### src/rtl/i2ct_pkg.sv
package i2ct_pkg;
  typedef enum logic [3:0] {
    ST_IDLE,
    ST_ADDR,
    ST_ADDR_ACK,
    ST_WR_BITS,
    ST_WR_ACK,
    ST_WR_HOLD,
    ST_RD_LOAD,
    ST_RD_BITS,
    ST_RD_ACK
  } tgt_state_t;
endpackage

### src/rtl/i2ct_sync.sv
module i2ct_sync #(
  parameter int STAGES = 2
) (
  input  logic clk,
  input  logic rst,
  input  logic line_i,
  output logic line_s,
  output logic line_q
);
  logic [STAGES-1:0] chain;

  always_ff @(posedge clk) begin
    if (rst) begin
      chain  <= '1;
      line_q <= 1'b1;
    end else begin
      chain  <= {chain[STAGES-2:0], line_i};
      line_q <= chain[STAGES-1];
    end
  end

  assign line_s = chain[STAGES-1];
endmodule

### src/rtl/i2ct_cond.sv
module i2ct_cond (
  input  logic scl_s,
  input  logic scl_q,
  input  logic sda_s,
  input  logic sda_q,
  output logic start_det,
  output logic stop_det,
  output logic scl_rise,
  output logic scl_fall
);
  // SDA edges only count while SCL is stable high.
  assign start_det = scl_s & scl_q & sda_q & ~sda_s;
  assign stop_det  = scl_s & scl_q & ~sda_q & sda_s;
  assign scl_rise  = scl_s & ~scl_q;
  assign scl_fall  = ~scl_s & scl_q;
endmodule

### src/rtl/i2ct_fsm.sv
module i2ct_fsm
  import i2ct_pkg::*;
#(
  parameter int AW = 7,
  parameter int DW = 8
) (
  input  logic          clk,
  input  logic          rst,
  input  logic [AW-1:0] dev_addr,
  input  logic          scl_s,
  input  logic          sda_s,
  input  logic          scl_rise,
  input  logic          scl_fall,
  input  logic          start_det,
  input  logic          stop_det,
  output logic          scl_drive_low,
  output logic          sda_drive_low,
  output logic [DW-1:0] rx_data,
  output logic          rx_valid,
  input  logic          rx_taken,
  input  logic [DW-1:0] tx_data,
  input  logic          tx_valid,
  output logic          tx_req
);
  localparam int CW = $clog2(DW + 1);
  localparam logic [CW-1:0] LAST = CW'(DW);

  tgt_state_t    state;
  logic [DW-1:0] shreg;
  logic [CW-1:0] bitcnt;
  logic          rd_mode;
  logic          m_ack;

  always_ff @(posedge clk) begin
    if (rst) begin
      state         <= ST_IDLE;
      shreg         <= '0;
      bitcnt        <= '0;
      rd_mode       <= 1'b0;
      m_ack         <= 1'b0;
      scl_drive_low <= 1'b0;
      sda_drive_low <= 1'b0;
      rx_data       <= '0;
      rx_valid      <= 1'b0;
      tx_req        <= 1'b0;
    end else begin
      if (rx_taken) rx_valid <= 1'b0;
      if (stop_det) begin
        state         <= ST_IDLE;
        sda_drive_low <= 1'b0;
        scl_drive_low <= 1'b0;
        tx_req        <= 1'b0;
      end else if (start_det) begin
        state         <= ST_ADDR;
        bitcnt        <= '0;
        sda_drive_low <= 1'b0;
        scl_drive_low <= 1'b0;
        tx_req        <= 1'b0;
      end else begin
        unique case (state)
          ST_ADDR: begin
            if (scl_rise) begin
              shreg  <= {shreg[DW-2:0], sda_s};
              bitcnt <= bitcnt + 1'b1;
            end else if (scl_fall && bitcnt == LAST) begin
              if (shreg[AW:1] == dev_addr) begin
                sda_drive_low <= 1'b1;
                rd_mode       <= shreg[0];
                state         <= ST_ADDR_ACK;
              end else begin
                state <= ST_IDLE;
              end
            end
          end
          ST_ADDR_ACK: begin
            if (scl_fall) begin
              sda_drive_low <= 1'b0;
              bitcnt        <= '0;
              if (rd_mode) begin
                scl_drive_low <= 1'b1;
                tx_req        <= 1'b1;
                state         <= ST_RD_LOAD;
              end else begin
                state <= ST_WR_BITS;
              end
            end
          end
          ST_WR_BITS: begin
            if (scl_rise) begin
              shreg  <= {shreg[DW-2:0], sda_s};
              bitcnt <= bitcnt + 1'b1;
            end else if (scl_fall && bitcnt == LAST) begin
              rx_data       <= shreg;
              rx_valid      <= 1'b1;
              sda_drive_low <= 1'b1;
              state         <= ST_WR_ACK;
            end
          end
          ST_WR_ACK: begin
            if (scl_fall) begin
              sda_drive_low <= 1'b0;
              bitcnt        <= '0;
              if (rx_valid && !rx_taken) begin
                scl_drive_low <= 1'b1;
                state         <= ST_WR_HOLD;
              end else begin
                state <= ST_WR_BITS;
              end
            end
          end
          ST_WR_HOLD: begin
            if (rx_taken || !rx_valid) begin
              scl_drive_low <= 1'b0;
              state         <= ST_WR_BITS;
            end
          end
          ST_RD_LOAD: begin
            if (tx_valid) begin
              shreg         <= tx_data;
              sda_drive_low <= ~tx_data[DW-1];
              scl_drive_low <= 1'b0;
              tx_req        <= 1'b0;
              bitcnt        <= '0;
              state         <= ST_RD_BITS;
            end
          end
          ST_RD_BITS: begin
            if (scl_rise) begin
              bitcnt <= bitcnt + 1'b1;
            end else if (scl_fall) begin
              if (bitcnt == LAST) begin
                sda_drive_low <= 1'b0;
                state         <= ST_RD_ACK;
              end else begin
                shreg         <= {shreg[DW-2:0], 1'b0};
                sda_drive_low <= ~shreg[DW-2];
              end
            end
          end
          ST_RD_ACK: begin
            if (scl_rise) begin
              m_ack <= ~sda_s;
            end else if (scl_fall) begin
              if (m_ack) begin
                scl_drive_low <= 1'b1;
                tx_req        <= 1'b1;
                state         <= ST_RD_LOAD;
              end else begin
                state <= ST_IDLE;
              end
            end
          end
          default: ;
        endcase
      end
    end
  end

  AST_SDA_MOVES_SCL_LOW: assert property (@(posedge clk) disable iff (rst)
    !$stable(sda_drive_low) |-> !$past(scl_s));
  AST_HOLD_ONLY_WAITING: assert property (@(posedge clk) disable iff (rst)
    scl_drive_low |-> (state == ST_WR_HOLD || state == ST_RD_LOAD));
  AST_RX_KEPT_UNTIL_TAKEN: assert property (@(posedge clk) disable iff (rst)
    (rx_valid && !rx_taken && !(state == ST_WR_BITS && scl_fall && bitcnt == LAST))
      |=> rx_valid);
  AST_REQ_WITH_STRETCH: assert property (@(posedge clk) disable iff (rst)
    tx_req |-> scl_drive_low);
  AST_STOP_RELEASES: assert property (@(posedge clk) disable iff (rst)
    stop_det |=> (!sda_drive_low && !scl_drive_low && !tx_req));
endmodule

### src/rtl/i2c_target_stretch.sv
module i2c_target_stretch #(
  parameter int AW          = 7,
  parameter int DW          = 8,
  parameter int SYNC_STAGES = 2
) (
  input  logic          clk,
  input  logic          rst,
  input  logic [AW-1:0] dev_addr,
  input  logic          scl_i,
  input  logic          sda_i,
  output logic          scl_drive_low,
  output logic          sda_drive_low,
  output logic [DW-1:0] rx_data,
  output logic          rx_valid,
  input  logic          rx_taken,
  input  logic [DW-1:0] tx_data,
  input  logic          tx_valid,
  output logic          tx_req
);
  logic scl_s, scl_q, sda_s, sda_q;
  logic start_det, stop_det, scl_rise, scl_fall;

  i2ct_sync #(.STAGES(SYNC_STAGES)) u_scl_sync (
    .clk(clk), .rst(rst), .line_i(scl_i), .line_s(scl_s), .line_q(scl_q)
  );
  i2ct_sync #(.STAGES(SYNC_STAGES)) u_sda_sync (
    .clk(clk), .rst(rst), .line_i(sda_i), .line_s(sda_s), .line_q(sda_q)
  );

  i2ct_cond u_cond (
    .scl_s(scl_s), .scl_q(scl_q), .sda_s(sda_s), .sda_q(sda_q),
    .start_det(start_det), .stop_det(stop_det),
    .scl_rise(scl_rise), .scl_fall(scl_fall)
  );

  i2ct_fsm #(.AW(AW), .DW(DW)) u_fsm (
    .clk(clk), .rst(rst), .dev_addr(dev_addr),
    .scl_s(scl_s), .sda_s(sda_s), .scl_rise(scl_rise), .scl_fall(scl_fall),
    .start_det(start_det), .stop_det(stop_det),
    .scl_drive_low(scl_drive_low), .sda_drive_low(sda_drive_low),
    .rx_data(rx_data), .rx_valid(rx_valid), .rx_taken(rx_taken),
    .tx_data(tx_data), .tx_valid(tx_valid), .tx_req(tx_req)
  );
endmodule

### config.mk
export PLATFORM = sky130hd
export DESIGN_NAME = i2c_target_stretch
export DESIGN_NICKNAME = d
export VERILOG_FILES = /design/src/rtl/i2ct_pkg.sv /design/src/rtl/i2ct_sync.sv /design/src/rtl/i2ct_cond.sv /design/src/rtl/i2ct_fsm.sv /design/src/rtl/i2c_target_stretch.sv
export SDC_FILE = /design/constraint.sdc
export NUM_CORES = 1
export LEC_CHECK = 0
export BUFFER_PORTS_ARGS = -buffer_cell sky130_fd_sc_hd__buf_2
export CORE_UTILIZATION = 35
export CTS_BUF_LIST = sky130_fd_sc_hd__clkbuf_8
export DETAILED_ROUTE_END_ITERATION = 12
export MAX_ROUTING_LAYER = met4
export PLACE_DENSITY = 0.65
export SLEW_MARGIN = 20
export SYNTH_ARGS = -nofsm -noshare
export SYNTH_HDL_FRONTEND = slang
export SYNTH_HIERARCHICAL = 1
export SYNTH_SLANG_ARGS = --single-unit
### constraint.sdc
create_clock -name clk -period 5.5 [get_ports clk]
set_clock_uncertainty 0.1 [all_clocks]
set_input_delay 0.825 -clock clk [delete_from_list [all_inputs] [get_ports clk]]
set_output_delay 0.825 -clock clk [all_outputs]
set_load 0.05 [all_outputs]
==> qor.yml <==
yosys:
  synth.top_cells.by_count: "dfxtp_1, nor2_1, mux2i_1"
  synth_top_area_share_pct: 32.1
  yosys.area.top_type: "dfxtp_1"
  synth_flop_cell: "dfxtp_1"
  synth_cell_type_count: 64
  syn-cell-area_um2: 2240
  synth_edf_count: 0
  yosys-top-cells-area: "dfxtp_1, mux2i_1, nor2_1, buf_6, xnor2_1"
  yosysMostFrequentCell: "dfxtp_1"
  synth_nets: 267
  synth_cells: 244
  async_reset_ff_share_pct: 0
  yosysWarnings: 6
  synth-seq-cells: 36
  synth-seq-area-share_pct: 32.1
  syn_area_per_cell_um2: 9.20
timing:
  final-setup-viol-count: 0
  relSlewSlack_pct: 42.3
  tightestPinTransition_ns: 0.866
  hold_viol: 0
  setup_tns_ns: 0
  post-route-period-util_pct: 47.5
  rsz0062_at_grt: "no"
  fmax_ghz: 0.383
  drv_slew: 0
  fin_crit_ns: 2.61
layout:
  utilization_pct: 40.3
  drive_gt1_share_pct: 21.6
  syn2layout_area_growth_pct: 8.81
  nNetsFinal: 292
  n_antenna_cell: 0
grt:
  busiest_layer: "met2"
  grt_start_max_net_pins: 33
  met1_usage_pct: 21.5
  grt_usage_pct: 16.3
  grt_pass1_vias: 1687
  globalRouteMet3Util_pct: 3.22
  grt_pass1_wl_um: 8010
  antenna_found_initial: 0
  grt.overflow.total: 0
  globalRouteMet2Util_pct: 24.9
worst_setup_path:
  crit_start: "u_fsm/state[1]"
  reg2reg_from: "u_fsm/state[1]"
  regToRegEndpoint: "u_fsm/shreg[0]"
  worstSetupPathType: "flip-flop to flip-flop"
  reg2reg_slack_ns: 2.89
  cp-start-kind: "flip-flop"
  end_kind: "flip-flop"
  path_cells: "nand2_1 -> a2111oi_4 -> nor2_1 -> a311oi_1"
  crit_end: "u_fsm/shreg[0]"
  critPathArrivalTime_ns: 2.71
  r2r_cells: 4
  slowest_stage: "dfxtp_1"
  slowest_delay_ns: 0.86
  crit_fanout: 25
  critical_path_required_ns: 5.60
clock_network:
  clk_latency_ns: 0.28
  clockRootBuffer: "clkbuf_8"
  cts_resized: 0
  cts_tree: "built"
  cts.sinks: 36
  clkTransAtPathRegs_ns: 0.07
  clockBufferDepth: 2
  cts_hold_buf: 0
  postCtsSetupRepairBufs: 0
  numCtsBuffers: 5
  cts-htree-levels: 2
place:
  port_buffers: 32
  dp_hpwl_um: 3470
  gp_congestion: 0.836
die:
  num_rows: 28
  die_area_um2: 6740
  fp.dieW_um: 82.1
  dieHeight_um: 82.1
  core_um2: 6060
  io_pins: 33
  initial_core_util_pct: 37.0
pwr:
  p_leak_nw: 0.934
  power.total_uw: 506
  p_sw_share_pct: 26.1
  clkPwrFrac_pct: 34.5
  seqPwrFrac_pct: 53.4
  ir_drop_mv: 0.150
  p_int_uw: 374
  p_sw_uw: 132
  p_per_area_nw_per_um2: 207
  p_comb_share_pct: 12.1
detailed_routing:
  post_drt_via_cell_ratio: 5.41
  wirelength_um: 4880
  dr.pass1.iters: 4
  antenna_left: 0
  drc: 0
  dr_total_vias: 1862
  routedWlPerCell_um: 14.2
  first_iter_violations: 113
run_status:
  status: "finished, final reports clean"
hold_path:
  worstHoldStart: "u_sda_sync/chain[0]"
  min_path_type: "flip-flop to flip-flop"
job:
  max_cap_violations: 0
[cells by family after synthesis]
logic type / share of synthesized area (%)
AO/OA/AOI/OAI: 21.9
XOR/XNOR: 3.90
adder cells (fa/ha/maj): 1.11
buffers and inverters: 7.47
flip-flops: 32.1
multiplexers: 8.08
AND/OR/NAND/NOR: 25.5
[area by class of cell]
type / count / area (µm²)
clock buffers: 5 / 68.8
clock inverters: 2 / 8.76
fillers: 636 / 3620
inverters: 7 / 26.3
multi-input cells: 186 / 1360
flip-flops and latches: 36 / 721
well taps: 75 / 93.8
repair buffers: 33 / 168
[layout by cell type (no fill, tap or decap), drive strengths merged, types with 5 or more instances in the layout]
cell type and count:
a211oi 8, a21oi 11, buf 33, clkbuf 5, dfxtp 36, inv 8, mux2i 17, nand2 11
nand2b 7, nor2 29, nor2b 9, nor3 6, nor3b 5, o21ai 5, or2 7, xnor2 9
[worst max-delay path, delay by kind of cell, from the launching register on]
kind	cells	cell delay (ns)
AO/OA/AOI/OAI	2	1.11
flip-flops	1	0.86
AND/OR/NAND/NOR	2	0.46
[flip-flops by register name (all words and copies together), names as in the netlist]
signal / count
u_fsm/rx_data: 8
u_fsm/shreg: 8
u_fsm/bitcnt: 4
u_fsm/state: 4
u_scl_sync/chain: 2
u_sda_sync/chain: 2
u_fsm/m_ack: 1
u_fsm/rd_mode: 1
u_fsm/rx_valid: 1
u_fsm/scl_drive_low: 1
u_fsm/sda_drive_low: 1
u_fsm/tx_req: 1
u_scl_sync/line_q: 1
u_sda_sync/line_q: 1
[worst min-delay path by stage]
stage,depth (start not counted),to,slack [ns]
2_1_floorplan,1,u_scl_sync/chain[1],0.28
4_1_cts,1,u_scl_sync/chain[1],0.31
3_3_place_gp,1,u_scl_sync/chain[1],0.29
5_1_grt,1,u_scl_sync/chain[1],0.33
3_5_place_dp,1,u_sda_sync/chain[1],0.30
6_report,1,u_sda_sync/chain[1],0.31
[metal layers]
layer / wire length, µm / up-vias
met5: 0 / -
met4: 51 / 0
met1: 2330 / 877
met2: 2270 / 37
li1: - / 942
met3: 224 / 6
[power by group through the flow]
stage	Combinational (mW)	Clock, mW	Sequential [mW]
3_5_place_dp	0.0611	0	0.276
2_1_floorplan	0.0492	0	0.275
3_3_place_gp	0.0607	0	0.276
6_report	0.0613	0.174	0.270
5_1_grt	0.0677	0.194	0.271
4_1_cts	0.0614	0.183	0.270
[metrics by stage]
stage          cell area, µm²  instances  hold slack [ns]  setup slack [ns]
6_report                 2440        344            0.310              2.89
5_1_grt                  2440        344            0.328              2.57
4_1_cts                  2440        344            0.313              2.89
3_5_place_dp             2360        337            0.296              2.89
3_3_place_gp             2360        337            0.285              2.88
2_1_floorplan            2240        244            0.283              3.20
Note: power is estimated with default switching activity, not from simulation.
